`src/rtl/asid_tlb_pkg.sv`:
```
package asid_tlb_pkg;

    localparam int unsigned DEF_VPN_W   = 20;
    localparam int unsigned DEF_PPN_W   = 20;
    localparam int unsigned DEF_PERM_W  = 4;
    localparam int unsigned DEF_ASID_W  = 8;
    localparam int unsigned DEF_ID_W    = 2;
    localparam int unsigned DEF_ENTRIES = 8;

    typedef enum logic {
        WALK_IDLE = 1'b0,
        WALK_BUSY = 1'b1
    } walk_state_e;

endpackage

```
`src/rtl/tlb_asid_watch.sv`:
```
module tlb_asid_watch #(
    parameter int unsigned ASID_W = 8
) (
    input  logic              clk,
    input  logic              rst_n,
    input  logic [ASID_W-1:0] cur_asid,
    output logic              asid_moved
);

    typedef struct packed {
        logic [ASID_W-1:0] prev;
        logic              seen;
    } watch_t;

    watch_t st_d, st_q;

    always_comb begin
        st_d      = st_q;
        st_d.prev = cur_asid;
        st_d.seen = 1'b1;
        asid_moved = st_q.seen && (cur_asid != st_q.prev);
    end

    always_ff @(posedge clk) begin
        if (!rst_n) begin
            st_q <= '0;
        end else begin
            st_q <= st_d;
        end
    end

endmodule

```
`src/rtl/tlb_walk_tracker.sv`:
```
module tlb_walk_tracker
    import asid_tlb_pkg::*;
#(
    parameter int unsigned VPN_W = 20,
    parameter int unsigned ID_W  = 2
) (
    input  logic             clk,
    input  logic             rst_n,
    input  logic             miss,
    input  logic [VPN_W-1:0] miss_vpn,
    input  logic             squash,
    input  logic             rsp_valid,
    input  logic [ID_W-1:0]  rsp_id,
    output logic             req_valid,
    output logic [VPN_W-1:0] req_vpn,
    output logic [ID_W-1:0]  req_id,
    output logic             busy,
    output logic             fill_en,
    output logic [VPN_W-1:0] fill_vpn
);

    typedef struct packed {
        walk_state_e      state;
        logic [ID_W-1:0]  live_id;
        logic [ID_W-1:0]  next_id;
        logic [VPN_W-1:0] vpn;
    } trk_t;

    trk_t st_d, st_q;

    always_comb begin
        st_d      = st_q;
        busy      = (st_q.state == WALK_BUSY);
        fill_en   = busy && rsp_valid && (rsp_id == st_q.live_id) && !squash;
        fill_vpn  = st_q.vpn;
        req_valid = miss && !busy && !squash;
        req_vpn   = miss_vpn;
        req_id    = st_q.next_id;

        if (squash || fill_en) begin
            st_d.state = WALK_IDLE;
        end
        if (req_valid) begin
            st_d.state   = WALK_BUSY;
            st_d.vpn     = miss_vpn;
            st_d.live_id = st_q.next_id;
            st_d.next_id = st_q.next_id + 1'b1;
        end
    end

    always_ff @(posedge clk) begin
        if (!rst_n) begin
            st_q       <= '0;
            st_q.state <= WALK_IDLE;
        end else begin
            st_q <= st_d;
        end
    end

endmodule

```
`src/rtl/tlb_entry_array.sv`:
```
module tlb_entry_array #(
    parameter int unsigned ENTRIES = 8,
    parameter int unsigned VPN_W   = 20,
    parameter int unsigned PPN_W   = 20,
    parameter int unsigned PERM_W  = 4,
    parameter int unsigned ASID_W  = 8
) (
    input  logic              clk,
    input  logic              rst_n,
    input  logic              flush_all,
    input  logic              wr_en,
    input  logic [VPN_W-1:0]  wr_vpn,
    input  logic [ASID_W-1:0] wr_asid,
    input  logic [PPN_W-1:0]  wr_ppn,
    input  logic [PERM_W-1:0] wr_perm,
    input  logic [VPN_W-1:0]  lk_vpn,
    input  logic [ASID_W-1:0] lk_asid,
    output logic              any_match,
    output logic [PPN_W-1:0]  match_ppn,
    output logic [PERM_W-1:0] match_perm
);

    localparam int unsigned PTR_W = (ENTRIES > 1) ? $clog2(ENTRIES) : 1;
    localparam logic [PTR_W-1:0] LAST_SLOT = PTR_W'(ENTRIES - 1);

    typedef struct packed {
        logic [ENTRIES-1:0]             vld;
        logic [ENTRIES-1:0][VPN_W-1:0]  vpn;
        logic [ENTRIES-1:0][ASID_W-1:0] asid;
        logic [ENTRIES-1:0][PPN_W-1:0]  ppn;
        logic [ENTRIES-1:0][PERM_W-1:0] perm;
        logic [PTR_W-1:0]               ptr;
    } arr_t;

    arr_t st_d, st_q;
    logic [ENTRIES-1:0] match;

    for (genvar i = 0; i < ENTRIES; i++) begin : g_cmp
        assign match[i] = st_q.vld[i]
                       && (st_q.vpn[i] == lk_vpn)
                       && (st_q.asid[i] == lk_asid);
    end

    always_comb begin
        any_match  = |match;
        match_ppn  = '0;
        match_perm = '0;
        for (int i = 0; i < ENTRIES; i++) begin
            if (match[i]) begin
                match_ppn  = match_ppn  | st_q.ppn[i];
                match_perm = match_perm | st_q.perm[i];
            end
        end
    end

    always_comb begin
        st_d = st_q;
        if (flush_all) begin
            st_d.vld = '0;
        end else if (wr_en) begin
            st_d.vld[st_q.ptr]  = 1'b1;
            st_d.vpn[st_q.ptr]  = wr_vpn;
            st_d.asid[st_q.ptr] = wr_asid;
            st_d.ppn[st_q.ptr]  = wr_ppn;
            st_d.perm[st_q.ptr] = wr_perm;
            st_d.ptr = (st_q.ptr == LAST_SLOT) ? '0 : st_q.ptr + 1'b1;
        end
    end

    always_ff @(posedge clk) begin
        if (!rst_n) begin
            st_q <= '0;
        end else begin
            st_q <= st_d;
        end
    end

endmodule

```
`src/rtl/asid_tlb.sv`:
```
module asid_tlb
    import asid_tlb_pkg::*;
#(
    parameter int unsigned ENTRIES = DEF_ENTRIES,
    parameter int unsigned VPN_W   = DEF_VPN_W,
    parameter int unsigned PPN_W   = DEF_PPN_W,
    parameter int unsigned PERM_W  = DEF_PERM_W,
    parameter int unsigned ASID_W  = DEF_ASID_W,
    parameter int unsigned ID_W    = DEF_ID_W
) (
    input  logic              clk,
    input  logic              rst_n,
    input  logic [ASID_W-1:0] cur_asid,
    input  logic              lk_valid,
    input  logic [VPN_W-1:0]  lk_vpn,
    output logic              lk_hit,
    output logic [PPN_W-1:0]  lk_ppn,
    output logic [PERM_W-1:0] lk_perm,
    output logic              walk_req_valid,
    output logic [VPN_W-1:0]  walk_req_vpn,
    output logic [ID_W-1:0]   walk_req_id,
    output logic              walk_busy,
    input  logic              rf_valid,
    input  logic [ID_W-1:0]   rf_id,
    input  logic [PPN_W-1:0]  rf_ppn,
    input  logic [PERM_W-1:0] rf_perm,
    input  logic              sf_valid,
    input  logic [ASID_W-1:0] sf_asid
);

    logic             any_match;
    logic             asid_moved;
    logic             squash;
    logic             miss;
    logic             fill_en;
    logic [VPN_W-1:0] fill_vpn;
    logic [ASID_W-1:0] sf_asid_unused;

    assign sf_asid_unused = sf_asid;
    assign squash = sf_valid || asid_moved;
    assign lk_hit = lk_valid && any_match;
    assign miss   = lk_valid && !any_match;

    tlb_asid_watch #(.ASID_W(ASID_W)) u_watch (
        .clk        (clk),
        .rst_n      (rst_n),
        .cur_asid   (cur_asid),
        .asid_moved (asid_moved)
    );

    tlb_walk_tracker #(.VPN_W(VPN_W), .ID_W(ID_W)) u_trk (
        .clk       (clk),
        .rst_n     (rst_n),
        .miss      (miss),
        .miss_vpn  (lk_vpn),
        .squash    (squash),
        .rsp_valid (rf_valid),
        .rsp_id    (rf_id),
        .req_valid (walk_req_valid),
        .req_vpn   (walk_req_vpn),
        .req_id    (walk_req_id),
        .busy      (walk_busy),
        .fill_en   (fill_en),
        .fill_vpn  (fill_vpn)
    );

    tlb_entry_array #(
        .ENTRIES (ENTRIES),
        .VPN_W   (VPN_W),
        .PPN_W   (PPN_W),
        .PERM_W  (PERM_W),
        .ASID_W  (ASID_W)
    ) u_arr (
        .clk        (clk),
        .rst_n      (rst_n),
        .flush_all  (sf_valid),
        .wr_en      (fill_en),
        .wr_vpn     (fill_vpn),
        .wr_asid    (cur_asid),
        .wr_ppn     (rf_ppn),
        .wr_perm    (rf_perm),
        .lk_vpn     (lk_vpn),
        .lk_asid    (cur_asid),
        .any_match  (any_match),
        .match_ppn  (lk_ppn),
        .match_perm (lk_perm)
    );

endmodule

```
`config.mk`:
```
export PLATFORM = sky130hd
export DESIGN_NAME = asid_tlb
export DESIGN_NICKNAME = d
export VERILOG_FILES = /design/src/rtl/asid_tlb_pkg.sv /design/src/rtl/tlb_asid_watch.sv /design/src/rtl/tlb_walk_tracker.sv /design/src/rtl/tlb_entry_array.sv /design/src/rtl/asid_tlb.sv
export SDC_FILE = /design/constraint.sdc
export NUM_CORES = 1
export LEC_CHECK = 0
export ABC_CLOCK_PERIOD_IN_PS = 7500
export BUFFER_PORTS_ARGS = -buffer_cell sky130_fd_sc_hd__buf_2
export CELL_PAD_IN_SITES_DETAIL_PLACEMENT = 1
export CELL_PAD_IN_SITES_GLOBAL_PLACEMENT = 1
export CORE_ASPECT_RATIO = 1.75
export CORE_MARGIN = 2
export CORE_UTILIZATION = 30
export DETAILED_ROUTE_END_ITERATION = 6
export HOLD_SLACK_MARGIN = 0.12
export PLACE_DENSITY = 0.64
export SYNTH_ARGS = -nofsm -noshare
export SYNTH_HDL_FRONTEND = slang
export SYNTH_SLANG_ARGS = --single-unit
export TNS_END_PERCENT = 20
```
`constraint.sdc`:
```
create_clock -name clk -period 7.5 [get_ports clk]
set_input_delay 1.875 -clock clk [delete_from_list [all_inputs] [get_ports clk]]
set_output_delay 1.875 -clock clk [all_outputs]
set_load 0.005 [all_outputs]
```
# == Yosys cells after proc, flatten, opt, wreduce, memory -nomap -nowiden ==
# Index checks and enable logic that the tools add are counted.
# totals
reg_bits,461
in_bits,67
output_inout_bits,49
# op_classes
n_addsub,2
order_cmp,2
n_eq_ne,19
muxes,32
n_bitwise,17
reduce_logical,34
# op_table
cell,n
160-bit bitwise mux,2
20-bit two-way mux,9
20-bit == test,8
20-bit OR,7
64-bit bitwise mux,1
8-bit == test,8
20-bit demux with 3-bit select,1
4-bit two-way mux,9
32-bit bitwise mux,1
4-bit OR,7
1-bit logical AND,25
25-bit two-way mux,1
8-bit demux with 3-bit select,1
4-bit demux with 3-bit select,1
8-bit two-way mux,1
8-bit inequality test,1
8-bit OR,1
8-bit OR reduction,1
3-bit by 4-bit less-than comparator with 1-bit output (second input constant),1
3-bit by 1-bit adder with 3-bit output (second input constant),1
1-bit demux with 3-bit select,1
3-bit == test (second input constant),1
3-bit by 1-bit greater-or-equal comparator with 1-bit output (second input constant),1
1-bit zero test,3
other kinds (9),13

# == Logic depth before layout (Yosys ltp) ==
# Gate-level depths: netlist of run 1.
# logic_depth
ltp_word,18
mapped_depth,12
mapped_depth_nobuf,7

# == Hierarchy ==
# Synthesis of run 1 repeated with hierarchy kept, for this count alone.
# unflattened
hier_cells,2634
area_unflattened_um2,21828.4
# by_module_without_submodules
mod,instances,cells_per_inst,area_each_um2
tlb_entry_array,1,2450,20120.5
tlb_walk_tracker,1,153,1363.8
tlb_asid_watch,1,28,321.6
asid_tlb,1,3,22.5

# == Worst setup path before layout of run 1 ==
# OpenSTA, ideal clock, no wires.
# synth_path
path_type,input to output
startpoint,input lk_vpn[19]
endpoint,output lk_ppn[10]
arrival_time_ns,3.912
required_time_ns,5.625
path_slack_ns,1.713
stages,9
path_buffers,3
path_cell_list,buf_2 -> xnor2_1 -> nand4_1 -> or4_1 -> nor4_4 -> buf_2 -> buf_2 -> a22oi_1 -> nand3_1
# synth_between
elab_chain_cells,18
elab_cells_between_ends,39
classes_between,8 x eq/ne; 8 x mux; 7 x bitwise; 16 x reduce/logical
# synth_lines
element,line,source
start: declaration,asid_tlb.sv:15,"input logic [VPN_W-1:0] lk_vpn,"
20-bit == test,tlb_entry_array.sv:40,&& (st_q.vpn[i] == lk_vpn)
1-bit logical AND,tlb_entry_array.sv:40,
1-bit logical AND,tlb_entry_array.sv:41,&& (st_q.asid[i] == lk_asid);
20-bit two-way mux,tlb_entry_array.sv:49,if (match[i]) begin
20-bit OR,tlb_entry_array.sv:50,match_ppn = match_ppn | st_q.ppn[i];
20-bit two-way mux,tlb_entry_array.sv:49,
20-bit OR,tlb_entry_array.sv:50,
20-bit two-way mux,tlb_entry_array.sv:49,
(+2 left out),n/a,
20-bit OR,tlb_entry_array.sv:50,
20-bit two-way mux,tlb_entry_array.sv:49,
20-bit OR,tlb_entry_array.sv:50,
20-bit two-way mux,tlb_entry_array.sv:49,
20-bit OR,tlb_entry_array.sv:50,
20-bit two-way mux,tlb_entry_array.sv:49,
20-bit OR,tlb_entry_array.sv:50,
20-bit two-way mux *,tlb_entry_array.sv:49,
end: declaration,asid_tlb.sv:17,"output logic [PPN_W-1:0] lk_ppn,"
# Every way passes the cells marked *; elsewhere a longest branch is shown, timed or not.

# == Final worst setup path of run 1 ==
# layout_path
startpoint,input lk_vpn[7]
endpoint,output lk_ppn[1]
# The elaborated chain is that of the path after synthesis.

==> results of run 1 <==
-- area by class of cell --
class,instances,area [um2]
fill,7762,44560
multi-input combinational,1549,9940
sequential,461,9229
clock buffer,67,1351
tap,896,1121
timing repair buffer,152,985.9
clock inverter,13,96.34
inverter,7,33.78
-- per-layer routing --
| metal | vias up | routed length [um] | part of all wire [%] | global-route usage (%) |
|---|---|---|---|---|
| met5 | - | 11 | 0.016 | 0 |
| met4 | 2 | 2671 | 3.8 | 7.680 |
| met3 | 103 | 2007 | 2.9 | 1.895 |
| met2 | 267 | 37620 | 54 | 38.33 |
| met1 | 8013 | 27190 | 39 | 21.27 |
| li1 | 7395 | - | - | - |
-- critical path, stage by stage --
cell      delay, ns
buf_2          0.24
xnor2_1        0.58
nand4_1        0.13
or4_1          0.57
nor4_4         0.38
buf_12         0.26
a22o_1         0.19
a221oi_1       0.06
nand3_1        0.17
buf_2          0.15
-- per-stage QoR --
step	worst slack, ns	hold WS, ns	area [um2]	utilization [%]
2_1_floorplan	1.713	0.4246	20330	-
3_3_place_gp	0.8491	0.4334	21310	31.66
3_5_place_dp	0.8775	0.4387	21310	31.66
4_1_cts	0.8628	0.4485	22760	33.81
5_1_grt	0.8820	0.4774	22760	33.81
6_report	0.9890	0.4466	22760	33.81
-- path summary, 6_finish.rpt --
check	end	slack (ns)	start
hold reg to reg	u_arr.st_q[423]$_SDFFE_PP0P_	0.45	u_arr.st_q[423]$_SDFFE_PP0P_
hold / removal	u_arr.st_q[423]$_SDFFE_PP0P_	0.45	u_arr.st_q[423]$_SDFFE_PP0P_
setup reg to reg	u_trk.fill_vpn[18]$_SDFFE_PN0P_	3.98	u_arr.st_q[319]$_SDFFE_PN0P_
setup / recovery	lk_ppn[1]	0.99	lk_vpn[7]
-- synth_stat cells, types with 2 or more instances --
library cell	n	area (um2)
a22oi_1	48	360.4
or3_1	4	25.02
inv_1	6	22.52
nand3_1	31	155.2
mux2i_1	285	2853
nor3_2	2	20.02
clkbuf_1	126	473.0
and2_1	8	50.05
a221oi_1	24	210.2
buf_2	60	300.3
or4_1	7	52.55
a21boi_1	5	37.54
o21a_1	6	45.04
buf_6	24	270.3
or4b_1	2	20.02
dfxtp_1	461	9229
nand4_1	27	168.9
nor3_1	6	30.03
a21oi_1	157	785.8
nor4_1	31	193.9
nand2b_1	2	12.51
nand2_1	367	1378
buf_4	25	187.7
nor4_2	6	75.07
xnor2_1	103	902.1
xor2_1	131	1147
ha_1	2	25.02
a22o_1	24	210.2
nor2_1	264	991.0
-- state kept, by name (all words and copies together) (netlist names) --
name	cells
u_arr.st_q	427
u_trk.req_id	2
u_trk.busy	1
u_watch.st_q	9
u_trk.st_q	2
u_trk.fill_vpn	20
-- cells by family (layout without fill, tap and decap cells) --
group,count (synthesis),after routing
AOI/OAI and AO/OA,265,265
xor gates and xnor gates,234,234
adders and majority gates,2,2
buffers and inverters,243,239
DFF,461,461
muxes,285,285
and+or+nand+nor,763,763
-- where the power goes --
group / internal [uW] / total, uW / switching [uW] / leakage, uW
clock network: 1280 / 2270 / 995 / 0.000721
logic: 70.8 / 239 / 168 / 0.00516
registers: 2450 / 2470 / 18.4 / 0.00372
total: 3800 / 4990 / 1180 / 0.00960
==> results.cfg, run 1 <==
[status]
status = finished clean

[place]
dp_cells = 3065
dp_hpwl_um = 44580
gp_congestion = 0.7851
portBuffers = 107

[final_layout]
drive_gt1_share_pct = 10.98
finalNonFillerCells = 3145
num_antenna_cells = 0
nets = 2285
areaGrowthSynthToFinish_pct = 11.92
layout_common_cells = dfxtp_1 (461), nand2_1 (367), mux2i_1 (285), nor2_1 (264), a21oi_1 (157)
final_common_cell = dfxtp_1

[routing]
vias_per_cell = 5.017
wl_per_cell_um = 22.10
drtIter0Drc = 850
drc = 0
drt_wl_total_um = 69500
via_count = 15780
first_pass_iters = 5
ant_nets = 0

[timing]
slew_violations = 0
tightest_slew_ns = 1.264
maxSlewHeadroom_pct = 15.41
post-route-min-period_ns = 6.511
fin_crit_sh_pct = 86.81
rsz0062_at_grt = no
setup_tns_ns = 0
hold_violations = 0
fin_skew_ns = 0.01986
max_freq_mhz = 153.6
final-setup-viol-count = 0

[synth]
yosysSeqAreaShare_pct = 45.39
yosys_register_bits = 461
syn_area_per_cell_um2 = 9.025
syn_inst = 2253
ys_types = 38
synth_compound_area_share_pct = 8.153
synth_simple_gate_area_share_pct = 16.02
syn-cell-area_um2 = 20330
synthAdderAreaFrac_pct = 0.1231
synth_top_family_by_area = simple AND/OR/NAND/NOR gates
syn-num-nets = 2322
ys_async_sr_fraction_pct = 0
synthMuxAreaShare_pct = 14.03
ys.flop_type = dfxtp_1
synthXorXnorAreaFrac_pct = 10.08
ys_warn_count = 0
synth_edf_count = 0

[hold_path]
hold_path.class = reg2reg
min_path_cells = 2

[cts]
cts_hold_buf = 0
clk_pin_slew_worst_paths_ns = 0.06
cts_sinks = 461
cts_tree = done
clk_latency_ns = 0.57
cts_buffer_depth = 3
htree_levels = 2
post_cts_resized = 0
cts_buffers = 45
post_cts_buffers = 0
cts-root-buf = clkbuf_16

[grt]
antenna_found_initial = 4
grt_pass1_vias = 16716
grt_max_degree = 229
grt-ovfl-total = 0
grt_pass1_wl_um = 104400
track_usage_pct = 19.53

[floorplan]
row_count = 126
dieArea_um2 = 69960
start_util_pct = 30.21
die_y_um = 348.4
coreArea_um2 = 67320
ios = 116
die_w_um = 200.8

[setup_path]
worst_r2r_path_depth = 9
worstSetupPathType = in2out
crit_fanout = 25
crit_arrival_ns = 4.64
end_kind = primary output
startpoint_type = input port
cp_data_required_time_ns = 5.62

[power_and_ir_drop]
total_power_uw = 4986
powerDensity_nw_per_um2 = 219.1
peakVddDrop_uv = 164.8
leakage_uw = 0.009597

[run]
cap_violations = 0
No activity file was read; power rests on OpenSTA's default activity.
==> inputs of run 2 (changes only) <==
Settings changed: ABC_AREA set to 1, MAX_ROUTING_LAYER set to met4, PLACE_DENSITY 0.64 to 0.67.
==> results.cfg, run 2 <==
[status]
status = finished clean

[synth]
synth_top_family_by_area = simple AND/OR/NAND/NOR gates
yosys.area.top_type = dfxtp_1
yosys_register_bits = 461
synth_compound_area_share_pct = 16.53
synth.top_cell.area_share_pct = 41.35
ys_top_cells_by_area = dfxtp_1 (41%), nand2_1 (13%), nor2_1 (11%), o21ai_0 (9.9%), a21oi_1 (5.6%)
synth_edf_count = 0
ys_async_sr_fraction_pct = 0
synthXorXnorAreaFrac_pct = 3.061
synth_simple_gate_area_share_pct = 29.23
ys.flop_type = dfxtp_1
synthAdderAreaFrac_pct = 0.1121
ys_types = 38
ys_warn_count = 0
yosysMostFrequentCell = nand2_1
syn_area_per_cell_um2 = 6.551
ys_top_cells_by_count = nand2_1 (785), nor2_1 (646), dfxtp_1 (461), o21ai_0 (440), inv_1 (282)
syn-num-nets = 3476
syn_inst = 3407
yosysSeqAreaShare_pct = 41.35
synthMuxAreaShare_pct = 0
syn-cell-area_um2 = 22320

[cts]
cts_buffer_depth = 3
clk_pin_slew_worst_paths_ns = 0.06
cts_tree = done
cts-root-buf = clkbuf_16
post_cts_resized = 0
cts_buffers = 47
post_cts_buffers = 0
cts_hold_buf = 0
cts_sinks = 461
htree_levels = 2
clk_latency_ns = 0.63

[routing]
wl_per_cell_um = 23.07
ant_nets = 0
drtIter0Drc = 1336
drt_wl_total_um = 101100
vias_per_cell = 5.141
first_pass_iters = 5
via_count = 22537
drc = 0

[final_layout]
final_core_util_pct = 33.90
regMostFlops = u_arr.st_q
areaGrowthSynthToFinish_pct = 12.14
layout_common_cells = nand2_1 (781), nor2_1 (645), dfxtp_1 (461), o21ai_0 (440), inv_1 (280)
nets = 3472
drive_gt1_share_pct = 7.994
n_fill_cell = 9428
multi_input_area_um2 = 10940
finalNonFillerCells = 4384
seqCellArea_um2 = 9229
largest_register_ffs = 427
final_common_cell = nand2_1

[power_and_ir_drop]
peakVddDrop_uv = 189.7
powerDensity_nw_per_um2 = 213.5
seq_power_share_pct = 46.7
p_int_uw = 3914
switchingPower_uw = 1428
p_comb_share_pct = 7.5
power.share.switching_pct = 26.74
clockPowerShare_pct = 45.8
leakage_uw = 0.01001

[timing]
tightest_slew_ns = 1.139
fin_crit_sh_pct = 88.43
setup_tns_ns = 0
rsz0062_at_grt = no
maxSlewHeadroom_pct = 23.97
final-setup-viol-count = 0
fin_skew_ns = 0.03164
hold_violations = 0
max_freq_mhz = 150.8
slew_violations = 0
post-route-min-period_ns = 6.632

[setup_path]
timing.rr.end = u_arr.st_q[187]$_SDFFE_PN0P_
worstSetupPathType = in2out
cp_data_required_time_ns = 5.62
r2r-start = u_watch.st_q[5]$_SDFF_PN0_
end_kind = primary output
crit_fanout = 10
r2r_setup_slack_ns = 4.25
worst_r2r_path_depth = 12
crit_arrival_ns = 4.76
startpoint_type = input port

[floorplan]
ios = 116
row_count = 132
dieArea_um2 = 76680
start_util_pct = 30.23
die_w_um = 210.2
die_y_um = 364.8
coreArea_um2 = 73830

[hold_path]
whs_endpoint = u_arr.st_q[85]$_SDFFE_PN0P_
min_path_cells = 2
min-delay-start = u_arr.st_q[85]$_SDFFE_PN0P_
hold_path.class = reg2reg

[grt]
grt_max_degree = 177
track_usage_pct = 27.03
grt_pass1_wl_um = 147900
grt_pass1_vias = 22903
grt-ovfl-total = 0
antenna_found_initial = 6

[run]
cap_violations = 0

[place]
portBuffers = 107
dp_hpwl_um = 68400
dp_cells = 4292
gp_congestion = 0.9355
run 2: cell count changes in the layout (fill, tap and decap cells not counted), sizes merged, moves of 93 or more:
cell,previous run,this run
mux2i,285,0
nand2,367,790
xor2,131,13
o21ai,0,451
inv,8,293
nor2,264,648
a21oi,157,250
run 2: worst max-delay path by stage:
stage	startpoint	slack, ns	depth (start not counted)	endpoint
after floorplan	lk_vpn[15]	2.25	14	lk_ppn[13]
after global placement	lk_vpn[9]	0.88	15	lk_perm[3]
after detailed placement	lk_vpn[9]	0.83	15	lk_perm[3]
after CTS	lk_vpn[9]	0.83	15	lk_perm[3]
after global routing	lk_vpn[3]	0.57	16	lk_ppn[1]
final	lk_vpn[19]	0.87	15	lk_perm[3]
run 2: layout make-up:
type	instances	area share [%]
inverter	295	4.434
tap	938	4.689
sequential	461	36.87
antenna	6	0.05998
timing repair buffer	165	4.119
clock buffer	67	5.359
multi-input combinational	2433	43.72
clock inverter	19	0.7498
run 2: power groups by stage:
stage | Clock [uW] | Combinational [uW] | Sequential (uW)
floorplan | 0 | 226 | 2520
global placement | 0 | 394 | 2550
detailed placement | 0 | 398 | 2550
CTS | 2490 | 400 | 2490
global route | 2580 | 434 | 2490
finish | 2450 | 401 | 2490
run 2: routing by layer:
metal | global-route usage [%] | up-vias | wire (um)
li1 | - | 10805 | -
met1 | 27.02 | 10965 | 37640
met2 | 49.16 | 502 | 51990
met3 | 3.369 | 265 | 3757
met4 | 17.94 | 0 | 7744
met5 | - | - | 0
run 2: cells by family (layout without fill, tap and decap cells):
logic type      Yosys count  after routing
other cells               0              6
simple gates           1628           1628
buf+inv                 513            546
compound gates          725            725
fa+ha+maj                 2              2
xor+xnor                 78             78
flops                   461            461
run 2: critical path, stage by stage:
cell and delay, ns:
buf_2 0.38, clkinv_1 0.41, buf_4 0.31, nand2_1 0.16, nand2_1 0.07, nor3_1 0.18
nand2_1 0.07, nor2_1 0.14, nand2_1 0.11, inv_1 0.36, nand2_1 0.11, nand2_1 0.09
nor2_1 0.04, nand2_1 0.25, buf_2 0.18
run 2: per-stage QoR:
| step | total power (uW) | cell area (um2) | setup slack (ns) | hold WS (ns) |
|---|---|---|---|---|
| after floorplan | 2747 | 22320 | 2.246 | 0.4245 |
| after global placement | 2942 | 23490 | 0.8809 | 0.4343 |
| after detailed placement | 2946 | 23490 | 0.8316 | 0.4416 |
| after CTS | 5382 | 25020 | 0.8297 | 0.4512 |
| after global routing | 5500 | 25030 | 0.5663 | 0.4682 |
| final | 5343 | 25030 | 0.8675 | 0.4489 |
